$ cat src/rtl/uart_irq_pkg.sv
package uart_irq_pkg;

    localparam int IEN_W = 4;

    // Enable register bit positions
    localparam int IEN_RX  = 0;
    localparam int IEN_TX  = 1;
    localparam int IEN_LS  = 2;
    localparam int IEN_MS  = 3;

    // Identification codes (low nibble)
    localparam logic [3:0] CODE_NONE    = 4'h1;
    localparam logic [3:0] CODE_LINE    = 4'h6;
    localparam logic [3:0] CODE_TIMEOUT = 4'hC;
    localparam logic [3:0] CODE_RXDATA  = 4'h4;
    localparam logic [3:0] CODE_TXEMPTY = 4'h2;
    localparam logic [3:0] CODE_MODEM   = 4'h0;

    typedef struct packed {
        logic [IEN_W-1:0] ien;
        logic             pend;
        logic             thre;
        logic             temt;
    } irq_state_t;

endpackage

$ cat src/rtl/uart_irq_ctrl.sv
module uart_irq_ctrl
    import uart_irq_pkg::*;
(
    input  logic             clk,
    input  logic             rst_n,
    input  logic             ien_wr,
    input  logic [IEN_W-1:0] ien_wdata,
    input  logic             thr_wr,
    input  logic             iid_rd,
    input  logic             code_is_tx,
    input  logic             tx_hold_empty,
    input  logic             tx_shift_empty,
    output logic [IEN_W-1:0] ien_q,
    output logic             pend_q,
    output logic             thre_q,
    output logic             temt_q
);

    irq_state_t st_d, st_q;

    always_comb begin
        st_d = st_q;
        if (tx_hold_empty) begin
            st_d.thre = 1'b1;
            st_d.pend = 1'b1;
        end
        if (tx_shift_empty) begin
            st_d.temt = 1'b1;
        end
        if (iid_rd && code_is_tx) begin
            st_d.pend = 1'b0;
        end
        if (ien_wr) begin
            st_d.ien = ien_wdata;
            if (ien_wdata[IEN_TX] != st_q.ien[IEN_TX]) begin
                st_d.pend = ien_wdata[IEN_TX] & st_q.thre;
            end
        end
        if (thr_wr) begin
            st_d.pend = 1'b0;
            st_d.thre = 1'b0;
            st_d.temt = 1'b0;
        end
    end

    always_ff @(posedge clk) begin
        if (!rst_n) begin
            st_q <= '{ien: '0, pend: 1'b0, thre: 1'b1, temt: 1'b1};
        end else begin
            st_q <= st_d;
        end
    end

    assign ien_q  = st_q.ien;
    assign pend_q = st_q.pend;
    assign thre_q = st_q.thre;
    assign temt_q = st_q.temt;

    AST_THR_WR_CLEARS: assert property (@(posedge clk) disable iff (!rst_n)
        thr_wr |=> (!pend_q && !thre_q && !temt_q));

    AST_READ_CLEARS: assert property (@(posedge clk) disable iff (!rst_n)
        (iid_rd && code_is_tx && !ien_wr && !tx_hold_empty) |=> !pend_q);

    AST_REARM_SETS: assert property (@(posedge clk) disable iff (!rst_n)
        (ien_wr && ien_wdata[IEN_TX] && !ien_q[IEN_TX] && thre_q && !thr_wr) |=> pend_q);

    AST_DISABLE_CLEARS: assert property (@(posedge clk) disable iff (!rst_n)
        (ien_wr && !ien_wdata[IEN_TX] && ien_q[IEN_TX]) |=> !pend_q);

    AST_HOLD_EMPTY_SETS: assert property (@(posedge clk) disable iff (!rst_n)
        (tx_hold_empty && !thr_wr) |=> thre_q);

    AST_IEN_STORED: assert property (@(posedge clk) disable iff (!rst_n)
        ien_wr |=> (ien_q == $past(ien_wdata)));

endmodule

$ cat src/rtl/uart_irq_arb.sv
module uart_irq_arb
    import uart_irq_pkg::*;
#(
    parameter int CNT_W = 5
) (
    input  logic             clk,
    input  logic             rst_n,
    input  logic [IEN_W-1:0] ien_q,
    input  logic [3:0]       lsr_err,
    input  logic             rx_timeout,
    input  logic             rx_ready,
    input  logic             fifo_on,
    input  logic [CNT_W-1:0] rx_count,
    input  logic [CNT_W-1:0] rx_trig,
    input  logic             pend_q,
    input  logic [3:0]       msr_delta,
    output logic [3:0]       code
);

    logic line_act, tmo_act, rxd_act, tx_act, ms_act;
    logic rx_level_ok;

    assign rx_level_ok = !fifo_on || (rx_count >= rx_trig);

    assign line_act = ien_q[IEN_LS] && (|lsr_err);
    assign tmo_act  = ien_q[IEN_RX] && rx_timeout;
    assign rxd_act  = ien_q[IEN_RX] && rx_ready && rx_level_ok;
    assign tx_act   = ien_q[IEN_TX] && pend_q;
    assign ms_act   = ien_q[IEN_MS] && (|msr_delta);

    always_comb begin
        if (line_act)      code = CODE_LINE;
        else if (tmo_act)  code = CODE_TIMEOUT;
        else if (rxd_act)  code = CODE_RXDATA;
        else if (tx_act)   code = CODE_TXEMPTY;
        else if (ms_act)   code = CODE_MODEM;
        else               code = CODE_NONE;
    end

    AST_LINE_WINS: assert property (@(posedge clk) disable iff (!rst_n)
        (ien_q[IEN_LS] && (|lsr_err)) |-> (code == CODE_LINE));

    AST_IDLE_CODE: assert property (@(posedge clk) disable iff (!rst_n)
        (ien_q == '0) |-> (code == CODE_NONE));

    AST_FIFO_GATE: assert property (@(posedge clk) disable iff (!rst_n)
        (fifo_on && (rx_count < rx_trig) && !rx_timeout && !(ien_q[IEN_LS] && (|lsr_err)))
        |-> (code != CODE_RXDATA));

endmodule

$ cat src/rtl/uart_irq_prio.sv
module uart_irq_prio
    import uart_irq_pkg::*;
#(
    parameter int FIFO_DEPTH = 16,
    localparam int CNT_W     = $clog2(FIFO_DEPTH + 1)
) (
    input  logic             clk,
    input  logic             rst_n,
    input  logic             ien_wr,
    input  logic [3:0]       ien_wdata,
    input  logic             thr_wr,
    input  logic             iid_rd,
    input  logic             fifo_on,
    input  logic [3:0]       lsr_err,
    input  logic             rx_ready,
    input  logic [CNT_W-1:0] rx_count,
    input  logic [CNT_W-1:0] rx_trig,
    input  logic             rx_timeout,
    input  logic [3:0]       msr_delta,
    input  logic             tx_hold_empty,
    input  logic             tx_shift_empty,
    output logic [3:0]       ien,
    output logic [7:0]       iid,
    output logic             irq,
    output logic             thre,
    output logic             temt
);

    logic [3:0] code;
    logic       pend;

    uart_irq_ctrl u_ctrl (
        .clk            (clk),
        .rst_n          (rst_n),
        .ien_wr         (ien_wr),
        .ien_wdata      (ien_wdata),
        .thr_wr         (thr_wr),
        .iid_rd         (iid_rd),
        .code_is_tx     (code == CODE_TXEMPTY),
        .tx_hold_empty  (tx_hold_empty),
        .tx_shift_empty (tx_shift_empty),
        .ien_q          (ien),
        .pend_q         (pend),
        .thre_q         (thre),
        .temt_q         (temt)
    );

    uart_irq_arb #(.CNT_W(CNT_W)) u_arb (
        .clk        (clk),
        .rst_n      (rst_n),
        .ien_q      (ien),
        .lsr_err    (lsr_err),
        .rx_timeout (rx_timeout),
        .rx_ready   (rx_ready),
        .fifo_on    (fifo_on),
        .rx_count   (rx_count),
        .rx_trig    (rx_trig),
        .pend_q     (pend),
        .msr_delta  (msr_delta),
        .code       (code)
    );

    assign iid = {{2{fifo_on}}, 2'b00, code};
    assign irq = ~code[0];

    AST_MODE_BITS: assert property (@(posedge clk) disable iff (!rst_n)
        (iid[7:4] == (fifo_on ? 4'hC : 4'h0)));

    AST_IRQ_LINE: assert property (@(posedge clk) disable iff (!rst_n)
        irq == (iid[3:0] != CODE_NONE));

endmodule

$ cat config.mk
export PLATFORM = sky130hd
export DESIGN_NAME = uart_irq_prio
export DESIGN_NICKNAME = d
export VERILOG_FILES = /design/src/rtl/uart_irq_pkg.sv /design/src/rtl/uart_irq_ctrl.sv /design/src/rtl/uart_irq_arb.sv /design/src/rtl/uart_irq_prio.sv
export SDC_FILE = /design/constraint.sdc
export NUM_CORES = 1
export LEC_CHECK = 0
export BUFFER_PORTS_ARGS = -buffer_cell sky130_fd_sc_hd__buf_2
export CORE_AREA = 2 2 50 52
export DETAILED_ROUTE_END_ITERATION = 16
export DIE_AREA = 0 0 52 54
export PLACE_DENSITY_LB_ADDON = 0.2
export RECOVER_POWER = 25
export SETUP_SLACK_MARGIN = 0.3
export SLEW_MARGIN = 20
export SYNTH_ARGS = -nofsm -noshare
export SYNTH_HDL_FRONTEND = slang
export SYNTH_SLANG_ARGS = --single-unit
$ cat constraint.sdc
create_clock -name clk -period 2 [get_ports clk]
set_input_delay 0.5 -clock clk [delete_from_list [all_inputs] [get_ports clk]]
set_output_delay 0.5 -clock clk [all_outputs]
set_load 0.01 [all_outputs]
### After elaboration in Yosys (flattened, before gate mapping)

Cells that the tools add are included.

| word-level totals | value |
|---|---|
| input bits | 32 |
| output and inout port bits | 15 |
| bits in registers | 7 |

| operators by class | value |
|---|---|
| magnitude comparators | 1 |
| multiplexer cells | 11 |
| bitwise logic cells | 3 |
| equal/unequal tests | 2 |
| reductions and logical operators | 14 |

Operator list:

| operator | number |
|---|---|
| 4-bit 2-to-1 mux | 4 |
| 4-bit OR reduction | 2 |
| 1-bit logical AND | 7 |
| 5-bit >= comparator | 1 |
| 1-bit 2-to-1 mux | 5 |
| 4-bit by 2-bit == test with 1-bit output, second input constant | 1 |
| 2-bit 2-to-1 mux | 2 |
| 2-bit nonzero test | 2 |
| 1-bit inverter | 2 |
| 2-bit OR reduction | 1 |
| 1-bit AND | 1 |
| 1-bit logical NOT | 1 |
| 1-bit logical OR | 1 |
| 1-bit != test | 1 |

### Longest topological paths before layout

| logic depth | value |
|---|---|
| depth after elaboration | 12 |
| mapped depth | 6 |

### Hierarchy

From an unflattened synthesis, not the netlist that was laid out.

| unflattened totals | value |
|---|---|
| cell total of the unflattened synthesis | 63 |
| area total of the unflattened synthesis | 561.8 um^2 |

Modules (own cells, without submodules):

| module | area an instance (um^2) | cells each | instances |
|---|---|---|---|
| uart_irq_ctrl | 286.5 | 27 | 1 |
| uart_irq_arb | 222.7 | 29 | 1 |
| uart_irq_prio | 52.6 | 7 | 1 |

### Worst setup path after synthesis

No wires, ideal clock.

| timing path | value |
|---|---|
| kind | input-to-output |
| from | input rx_trig[4] |
| to | output iid[0] |
| path buffers | 0 |
| required time | 1500 ps |
| data arrival time | 1444 ps |
| stages on the path | 6 |
| setup slack | 56 ps |
| path through | inv_1 ha_1 nand2_1 a31oi_1 a21oi_1 and4_1 |

| between the ends | value |
|---|---|
| cells in the longest elaborated chain, start to end | 6 |

RTL lines:

| item | RTL line | source |
|---|---|---|
| start, declared | uart_irq_prio.sv:17 | `input logic [CNT_W-1:0] rx_trig,` |
| 5-bit >= comparator | uart_irq_arb.sv:23 | `assign rx_level_ok = !fifo_on \|\| (rx_count >= rx_trig);` |
| 1-bit logical OR | uart_irq_arb.sv:23 |  |
| 1-bit logical AND | uart_irq_arb.sv:27 | `assign rxd_act = ien_q[IEN_RX] && rx_ready && rx_level_ok;` |
| 4-bit 2-to-1 mux | uart_irq_arb.sv:34 | `else if (rxd_act) code = CODE_RXDATA;` |
| 4-bit 2-to-1 mux | uart_irq_arb.sv:33 | `else if (tmo_act) code = CODE_TIMEOUT;` |
| 4-bit 2-to-1 mux | uart_irq_arb.sv:32 | `if (line_act) code = CODE_LINE;` |
| end, declared | uart_irq_prio.sv:23 | `output logic [7:0] iid,` |

Every way passes these cells.

### Final worst setup path

| timing path | value |
|---|---|
| from | input msr_delta[1] |
| to | output iid[0] |

| between the ends | value |
|---|---|
| cells in the longest elaborated chain, start to end | 7 |

RTL lines:

| item | RTL line | source |
|---|---|---|
| start, declared | uart_irq_prio.sv:19 | `input logic [3:0] msr_delta,` |
| 4-bit OR reduction | uart_irq_arb.sv:29 | `assign ms_act = ien_q[IEN_MS] && (\|msr_delta);` |
| 1-bit logical AND | uart_irq_arb.sv:29 |  |
| 1-bit 2-to-1 mux | uart_irq_arb.sv:36 | `else if (ms_act) code = CODE_MODEM;` |
| 4-bit 2-to-1 mux | uart_irq_arb.sv:35 | `else if (tx_act) code = CODE_TXEMPTY;` |
| 4-bit 2-to-1 mux | uart_irq_arb.sv:34 |  |
| 4-bit 2-to-1 mux | uart_irq_arb.sv:33 |  |
| 4-bit 2-to-1 mux | uart_irq_arb.sv:32 |  |

Every way passes these cells.

==> flow_summary_export.csv <==
group,metric,value,unit
run_status,status,"finished with violations",
run_status,failed_checks,"setup timing",
sta,timing.final.max_slew_violations,0,
worst_hold_path,hold_path.class,"in2reg",
setup_path,reg2reg_depth,6,
finish,syn_to_final_growth,87.5,%
floorplanning,rows,18,
clock_tree,clkTransAtPathRegs,50,ps
setup_path,worst_ep_arrival_time,1600,ps
clock_tree,cts_tree,"yes",
setup_path,crit_required,1500,ps
floorplanning,die_y,54,µm
clock_tree,cts.sinks,7,
finish,drive_above_1_share,0.612,
finish,stdcell_area,1010,µm²
setup_path,r2r_slack,650,ps
floorplanning,ioPinCount,47,
clock_tree,clockRootBuffer,"clkbuf_4",
power_and_ir_drop,peakVddDrop,0.330,mV
sta,rsz0062_at_grt,"true",
drt,routed_via_density,4.48,
clock_tree,cts_buffers,3,
drt,drcViolationCount,0,
synth,netlist_area,539,µm²
floorplanning,die_area,2810,µm²
sta,holdWs,466,ps
sta,hold_viol,0,
grt,grt_max_degree,8,
sta,fin_crit,2100,ps
drt,drtAntennaViolNets,0,
grt,grt_pass1_vias,562,
synth,yosysWarningCount,0,
setup_path,startpoint,"msr_delta[1]",
floorplanning,start_util,0.232,
synth,yosysSeqAreaShare,0.260,
sta,setup_viol,4,
finish,fin_nets,154,
placement,pre_cts_ws,-132,ps
finish,fin_cells,146,
power_and_ir_drop,leakagePower,0.494,nW
placement,gp_congestion,0.680,
setup_path,critical_path.startpoint_type,"input pin",
drt,drtIter0Drc,1,
finish,multiInputGateArea,444,µm²
worst_hold_path,hold-path-cell-count,2,
clock_tree,worstSkewPairLatency,250,ps
placement,hpwl,1170,µm
sta,fin_ws,-102,ps
setup_path,crit_path_end,"iid[0]",
grt,grt_first_pass_wirelength,2230,µm
setup_path,cp-end-kind,"output port",
drt,via_count,654,
sta,period_share,1.05,
run,cap_violations,0,
synth,syn_inst,65,
floorplanning,core_area,2320,µm²
setup_path,r2r_end,"u_ctrl.pend_q$_SDFF_PP0_",
placement,placed_cells,138,
synth,synth-seq-cells,7,
placement,portBuffers,44,
synth,synth_cell_types,25,
sta,fmax,476,MHz
floorplanning,die_x,52,µm
finish,layout.area.seq,140,µm²
setup_path,critPathKind,"in2out",
finish,utilization,0.436,
drt,drtPass1Iterations,4,
synth,syn_avg_cell_area,8.30,µm²
power_and_ir_drop,design_power_total,0.461,mW
setup_path,path_max_fanout,2,
placement,place_area,827,µm²
drt,wirelength,1600,µm
sta,fin_tns_setup,-217,ps
grt,track_usage,0.108,
grt,grt_antenna_before_repair,0,
power_and_ir_drop,cellPowerDensity,456,nW/µm²
clock_tree,clockBufferDepth,2,
drt,wl_per_cell,11.0,µm
finish,num_antenna_cells,0,
clock_tree,htree_levels,1,
setup_path,timing.rr.start,"u_ctrl.ien_q[0]$_SDFFE_PN0P_",
grt,grt-ovfl-total,0,
finish,fillers,257,
sta,fin_skew,2.13,ps
## cell type report
type	count	share of cell area
Multi-Input combinational cell	48	0.439
Tap cell	30	0.0371
Timing Repair Buffer	51	0.332
Sequential cell	7	0.139
Inverter	6	0.0272
Clock buffer	4	0.0260
## synth_stat cells
| cell type | n | area [µm²] |
|---|---|---|
| a41o_1 | 1 | 10.0 |
| conb_1 | 1 | 3.75 |
| buf_4 | 4 | 30.0 |
| a21o_1 | 1 | 7.51 |
| nand4_1 | 2 | 12.5 |
| a31oi_1 | 2 | 12.5 |
| o21ai_0 | 3 | 15.0 |
| o21bai_1 | 1 | 7.51 |
| inv_1 | 6 | 22.5 |
| nand3_1 | 4 | 20.0 |
| a22oi_2 | 1 | 12.5 |
| o41ai_2 | 1 | 16.3 |
| nand2_1 | 3 | 11.3 |
| o41a_1 | 1 | 11.3 |
| dfxtp_1 | 7 | 140 |
| or4_4 | 1 | 11.3 |
| and3_1 | 1 | 6.26 |
| buf_2 | 1 | 5.00 |
| nor2_1 | 4 | 15.0 |
| ha_1 | 5 | 62.6 |
| nand2b_1 | 1 | 6.26 |
| nor2b_1 | 5 | 31.3 |
| mux2i_1 | 4 | 40.0 |
| and4_1 | 1 | 8.76 |
| a21oi_1 | 4 | 20.0 |
## repair_timing
action / in CTS / in global routing
endpoints found under the setup margin: 5 / 5
buffers inserted: 3 / 1
hold endpoints to repair: 0 / 0
pin swaps: 11 / 4
gates resized for setup: 16 / 6
hold buffers: 0 / 0
## power breakdown
| group | internal (mW) | switching, mW | total, mW |
|---|---|---|---|
| combinational | 0.0980 | 0.0731 | 0.171 |
| sequential | 0.148 | 0.0105 | 0.159 |
| clock | 0.0763 | 0.0544 | 0.131 |
## cell families after synthesis
kind of cell,count (synthesis),synth area share
AOI/OAI and AO/OA,15,0.209
buffers and inverters,11,0.107
and+or+nand+nor,22,0.227
DFF,7,0.260
adders and majority gates,5,0.116
other,1,0.00695
muxes,4,0.0742
## layer usage
layer / vias to the layer above / GRT usage / wire length, µm
li1: 328 / - / -
met1: 289 / 0.120 / 680
met2: 35 / 0.192 / 741
met3: 2 / 0.0194 / 172
met4: 0 / 0.0658 / 9
met5: - / 0 / 0
## registers in the layout, summed over array words and instances (netlist names)
signal         count
u_ctrl.ien_q       4
u_ctrl.thre_q      1
u_ctrl.temt_q      1
u_ctrl.pend_q      1
## how the worst min path moves through the flow
| stage | slack, ps | end | start |
|---|---|---|---|
| after global routing | 470 | u_ctrl.thre_q$_SDFFE_PN1P_ | thr_wr |
| after global placement | 500 | u_ctrl.temt_q$_SDFFE_PN1P_ | u_ctrl.temt_q$_SDFFE_PN1P_ |
| after floorplan | 530 | u_ctrl.temt_q$_SDFFE_PN1P_ | u_ctrl.temt_q$_SDFFE_PN1P_ |
| final | 470 | u_ctrl.thre_q$_SDFFE_PN1P_ | thr_wr |
| after detailed placement | 500 | u_ctrl.temt_q$_SDFFE_PN1P_ | u_ctrl.temt_q$_SDFFE_PN1P_ |
| after CTS | 460 | u_ctrl.thre_q$_SDFFE_PN1P_ | thr_wr |
## critical path: stages
cell and delay [ps]:
buf_6 90, or4_4 520, a22oi_2 170, and4_4 230, buf_6 100
## cells in the final DEF (no fill, tap or decap), drive strengths merged, types with 2 or more instances in the layout
cell type,netlist,final
nor2b,5,5
nand3,4,4
clkbuf,0,5
mux2i,4,4
conb,1,2
a21oi,4,4
nand2,3,3
ha,5,5
dfxtp,7,7
a31oi,2,2
buf,5,50
o21ai,3,3
nor2,4,4
nand4,2,2
inv,6,6
Power figures use the tool's default switching activity.
